--- src/rtl/nand_status_tracker.sv ---
module nand_status_tracker #(
  parameter int RST_CYCLES = 500,
  localparam int CW = $clog2(RST_CYCLES + 1)
) (
  input  logic       clk,
  input  logic       rst_n,
  input  logic       wp_n_i,
  input  logic       arr_busy_i,
  input  logic       cache_busy_i,
  input  logic       op_start_i,
  input  logic       page_done_i,
  input  logic       page_fail_i,
  input  logic       cache_handoff_i,
  input  logic       cmd_valid_i,
  input  logic [7:0] cmd_byte_i,
  input  logic       op_req_i,
  output logic [7:0] status_o,
  output logic       cmd_accept_o,
  output logic       op_go_o
);

  localparam logic [7:0] CMD_RESET = 8'hFF;
  localparam logic [7:0] CMD_STAT  = 8'h70;
  localparam logic [7:0] CMD_STATP = 8'h78;
  localparam logic [7:0] CMD_CACHE = 8'h15;
  localparam logic [7:0] CMD_FINAL = 8'h10;

  logic [CW-1:0] rst_cnt;
  logic          rst_busy;
  logic          cur_fail, prev_fail, prev_vis, in_cache;
  logic          cache_rdy, arr_rdy;
  logic          always_ok, acc;
  logic          acc_reset, acc_cache, acc_final;
  logic          bit0, bit1;

  assign rst_busy  = (rst_cnt != '0);
  assign cache_rdy = ~(cache_busy_i | rst_busy);
  assign arr_rdy   = ~(arr_busy_i | rst_busy);

  assign always_ok = (cmd_byte_i == CMD_RESET) || (cmd_byte_i == CMD_STAT) ||
                     (cmd_byte_i == CMD_STATP);
  assign acc       = cmd_valid_i & (cache_rdy | always_ok);
  assign acc_reset = acc & (cmd_byte_i == CMD_RESET);
  assign acc_cache = acc & (cmd_byte_i == CMD_CACHE);
  assign acc_final = acc & (cmd_byte_i == CMD_FINAL);

  assign cmd_accept_o = acc;
  assign op_go_o      = op_req_i & wp_n_i & cache_rdy;

  always_ff @(posedge clk or negedge rst_n) begin
    if (!rst_n) begin
      rst_cnt <= '0;
    end else if (acc_reset && cache_rdy) begin
      rst_cnt <= CW'(RST_CYCLES);
    end else if (rst_busy) begin
      rst_cnt <= rst_cnt - 1'b1;
    end
  end

  always_ff @(posedge clk or negedge rst_n) begin
    if (!rst_n) begin
      cur_fail  <= 1'b0;
      prev_fail <= 1'b0;
      prev_vis  <= 1'b0;
      in_cache  <= 1'b0;
    end else if (acc_reset || op_start_i) begin
      cur_fail  <= 1'b0;
      prev_fail <= 1'b0;
      prev_vis  <= 1'b0;
      in_cache  <= 1'b0;
    end else begin
      if (cache_handoff_i) prev_fail <= cur_fail;
      if (page_done_i)          cur_fail <= page_fail_i;
      else if (cache_handoff_i) cur_fail <= 1'b0;
      if (acc_cache) in_cache <= 1'b1;
      if ((acc_cache || acc_final) && in_cache) prev_vis <= 1'b1;
    end
  end

  assign bit0 = cache_rdy & cur_fail & (arr_rdy | ~in_cache);
  assign bit1 = cache_rdy & prev_fail & prev_vis;

  assign status_o = {wp_n_i, cache_rdy, arr_rdy, 3'b000, bit1, bit0};

endmodule

--- config.mk ---
export PLATFORM = sky130hd
export DESIGN_NAME = nand_status_tracker
export DESIGN_NICKNAME = d
export VERILOG_FILES = /design/src/rtl/nand_status_tracker.sv
export SDC_FILE = /design/constraint.sdc
export NUM_CORES = 1
export LEC_CHECK = 0
export BUFFER_PORTS_ARGS = -buffer_cell sky130_fd_sc_hd__clkbuf_2
export CORE_AREA = 2 2 47 49
export CTS_CLUSTER_SIZE = 12
export DETAILED_ROUTE_END_ITERATION = 8
export DIE_AREA = 0 0 49 51
export PLACE_DENSITY_LB_ADDON = 0.2
export SYNTH_ARGS = -nofsm -noshare
export SYNTH_HDL_FRONTEND = slang
export SYNTH_SLANG_ARGS = --single-unit
export TNS_END_PERCENT = 50
--- constraint.sdc ---
create_clock -name clk -period 2.4 [get_ports clk]
set_input_delay 0.48 -clock clk [delete_from_list [all_inputs] [get_ports clk]]
set_output_delay 0.48 -clock clk [all_outputs]
set_load 0.005 [all_outputs]
-- Yosys cells after proc, flatten, opt, wreduce, memory -nomap -nowiden
Cells that the tools add are included.
- register bits: 13
- bits of input ports: 19
- output and inout port bits: 10
- equal/unequal tests: 5
- reduce and logical (&&, ||, !) cells: 12
- muxes and demuxes: 11
- bitwise gates (word level): 17
- $add $sub $neg: 1
- operators by type and width (operator ; count):
    2-to-1 mux 9 bit ; 2
    == test 8 x 5 -> 1 bit (second input constant) ; 2
    == test 8 x 7 -> 1 bit (second input constant) ; 2
    AND 1 bit ; 10
    2-to-1 mux 1 bit ; 9
    nonzero test 9 bit ; 1
    subtractor 9 x 1 -> 9 bit (second input constant) ; 1
    == test 8 bit (second input constant) ; 1
    nonzero test 2 bit ; 4
    logical OR 1 bit ; 4
    bitwise OR 1 bit ; 4
    NOT 1 bit ; 3
    nonzero test 3 bit ; 1
    logical AND 1 bit ; 2

-- Longest topological paths before layout
- depth after elaboration: 10
- mapped depth: 6
- mapped depth without buffers: 6

-- Worst setup path before layout
OpenSTA, ideal clock, no wires.
- path kind: register -> output
- start point: register rst_cnt[6]
- end point: output status_o[0]
- arrival time: 1.747 ns
- cell stages (with the launch flop): 6
- path slack: 0.173 ns
- path buffers: 2
- path through: dfrtp_1 > or4_1 > buf_2 > nor4b_4 > and3_2 > buf_4
- word-level cells in the longest chain between the ends: 5
- elaborated cells on any way between the ends: 8
- ends and longest elaborated chain (what ; line ; text):
    from (decl) ; 28 ; logic [CW-1:0] rst_cnt;
    from (signal assigned) ; 54 ; rst_cnt <= CW'(RST_CYCLES);
    from (signal assigned) ; 56 ; rst_cnt <= rst_cnt - 1'b1;
    nonzero test 9 bit ; 36 ; assign rst_busy = (rst_cnt != '0);
    bitwise OR 1 bit ; 37 ; assign cache_rdy = ~(cache_busy_i | rst_busy);
    NOT 1 bit ; 37 ;
    named net cache_rdy ; 31 ; logic cache_rdy, arr_rdy;
    AND 1 bit (2 in a row) ; 80 ; assign bit0 = cache_rdy & cur_fail & (arr_rdy | ~in_cache);
    to (decl) ; 17 ; output logic [7:0] status_o,
The timed path passes the listed nets, and every way through them passes these cells.

-- Final worst setup path
- start point: register rst_cnt[5]
- end point: output status_o[1]
- word-level cells in the longest chain between the ends: 5
- ends and longest elaborated chain (what ; line ; text):
    nonzero test 9 bit ; 36 ;
    bitwise OR 1 bit ; 37 ;
    NOT 1 bit ; 37 ;
    AND 1 bit (2 in a row) ; 81 ; assign bit1 = cache_rdy & prev_fail & prev_vis;
No other way between the ends.

==> impl_metrics.tcl <==
set metrics [dict create \
    r2r_slack_ps 510 \
    worst_setup_path_start_kind "register" \
    slew_violations 0 \
    drive_above_1_share 0.4322 \
    placementRows 17 \
    cts_buffer_depth 2 \
    overflow 0 \
    synthAdderAreaFrac 0.01479 \
    fin_crit_sh 0.9842 \
    ys.flop_type "dfrtp_1" \
    grt_pass1_vias 655 \
    first_iter_violations 6 \
    wire_per_inst_um 12.01 \
    clk_latency_ps 280 \
    die_w_um 49 \
    synthTopCellsByCount "dfrtp_1 (13), nor2_1 (9), buf_4 (8)" \
    cts_sinks 13 \
    synth_compound_area_frac 0.1036 \
    drt_drc_violations_left 0 \
    hold_viol_final 0 \
    end_kind "output port" \
    path_max_fanout 6 \
    rsz0062_at_grt "true" \
    r2r_cells 6 \
    ys_ff_latch 13 \
    grt_usage 0.1549 \
    outcome "complete, no violations" \
    fmax_ghz 0.4234 \
    drtPass1Iterations 4 \
    postSynthCellCount 90 \
    leakage_uw 0.0005512 \
    cts-root-buf "clkbuf_4" \
    gp_congestion 0.7687 \
    yosysSeqAreaShare 0.3846 \
    p_total_uw 391.7 \
    portBuffers 25 \
    via_per_inst 5.007 \
    rr_endpoint "rst_cnt[1]" \
    final_nets 139 \
    ys_warn_count 0 \
    hp-class "input pin to asynchronous set/reset pin" \
    wirelength_um 1754 \
    area_growth_pct 27.07 \
    synth-xor-area-share 0.02071 \
    grt_first_pass_wirelength_um 2877 \
    critPathKind "register to output port" \
    skew_ps 1.383 \
    synth-edff-count 0 \
    dieArea_mm2 0.002499 \
    ant_nets 0 \
    yosysMostFrequentCell "dfrtp_1" \
    synth_top_family_by_area "simple AND/OR/NAND/NOR gates" \
    max-cap-violations 0 \
    syn_area_um2 845.8 \
    synth_top_cell_by_area "dfrtp_1" \
    synthMuxAreaShare 0.03550 \
    tightestPinTransition_ps 581.2 \
    io_pins 29 \
    synth_cell_type_count 39 \
    fin_crit_ps 2362 \
    yosysTopAreaCellShare 0.3846 \
    syn_avg_cell_area_um2 9.398 \
    synth-simple-area-share 0.3373 \
    vdd_drop_max_mv 0.3612 \
    core_mm2 0.002063 \
    r2r-start "rst_cnt[5]" \
    cts_tree "built" \
    hpwl_um 1319 \
    path_clk_slew_ps 80 \
    p_per_area_mw_per_mm2 364.4 \
    crit_arrival_ps 1880 \
    start_util 0.4099 \
    slew_headroom 0.6090 \
    die-height_um 51 \
    setup_tns_ps 0 \
    vias 731 \
    antenna_cells 0 \
    fin_util 0.5209 \
    required_ps 1920 \
    grt_max_degree 14 \
    postCtsHoldBufs 0 \
    grt_antenna_before_repair 0 \
    setup_violations 0 \
    synthTopCellsByArea "dfrtp_1 (38%), buf_4 (7.1%), nor2_1 (4.0%)" \
    htree_levels 1 \
    async_flop_share 1.000 \
    cts_buffers 3 \
]
## area by class of cell
class                           count  area, µm²
Clock buffer                        3      22.52
Fill cell                         211      988.4
Multi-Input combinational cell     65      475.5
Clock inverter                      1      5.005
Inverter                            4      15.01
Tap cell                           28      35.03
Timing Repair Buffer               32      196.4
Sequential cell                    13      325.3
## worst max path at each step
stage	startpoint	end	depth (start not counted)
finish	rst_cnt[5]	status_o[1]	5
global route	rst_cnt[5]	status_o[1]	5
CTS	rst_cnt[6]	status_o[5]	5
detailed placement	rst_cnt[5]	status_o[0]	4
global placement	rst_cnt[6]	status_o[5]	5
floorplan	rst_cnt[6]	status_o[0]	5
## metrics by stage
stage	cells	hold WS [ps]	setup WS [ps]	instance area [µm²]
after floorplan	92	184.4	172.6	853.3
after global placement	139	389.6	248.9	974.7
final	146	77.48	37.89	1075
after global routing	146	84.86	-71.31	1075
after detailed placement	139	393.2	233.6	974.7
after CTS	146	86.62	-5.044	1040
## cell families (layout without fill, tap and decap cells)
kind of cell | after synthesis | count (layout)
AOI/OAI and AO/OA | 12 | 12
buffers and inverters | 14 | 40
muxes | 3 | 3
other | 1 | 3
and+or+nand+nor | 44 | 44
adders and majority gates | 1 | 1
xor gates and xnor gates | 2 | 2
DFF | 13 | 13
## repair_timing
item                                    in CTS  in global routing
endpoints found under the setup margin       5                  5
buffers inserted                             3                  0
gates resized for setup                      4                  7
pin swaps                                    1                  5
## routing by layer
metal	up-vias	wire [µm]	GRT usage
met5	-	0	0
met4	0	23	0.05714
met3	5	78	0.06140
met2	14	930	0.2717
met1	347	722	0.1694
li1	365	-	-
## cell usage in the layout, fill, tap and decap left out, types with 2 or more instances in the layout
cell type	synthesis	routed
conb_1	1	3
nand2_1	6	6
buf_4	8	7
inv_1	4	4
clkbuf_4	0	3
or3_1	2	2
dfrtp_1	13	13
buf_6	0	3
o21ai_0	2	2
nor2_1	9	9
mux2i_1	3	3
and3_4	0	3
nor4_1	3	3
nand3_1	4	4
or2_2	2	2
a21oi_1	2	2
clkbuf_2	0	22
## critical path: stages (launching register included)
cell and delay [ps]:
dfrtp_1 390, or4_4 550, nor4b_4 210, buf_4 180, and3_4 190, buf_6 90
## registers in the layout, indices dropped and copies added, names as in the netlist
register   count
rst_cnt        9
cur_fail       1
in_cache       1
prev_fail      1
prev_vis       1
## power by group
part           total (µW)  switching, µW  internal [µW]
registers             221          0.869            220
logic                34.1           17.7           16.4
clock network         137           74.9           61.8
total                 392           93.4            298
Power figures use the tool's default switching activity.
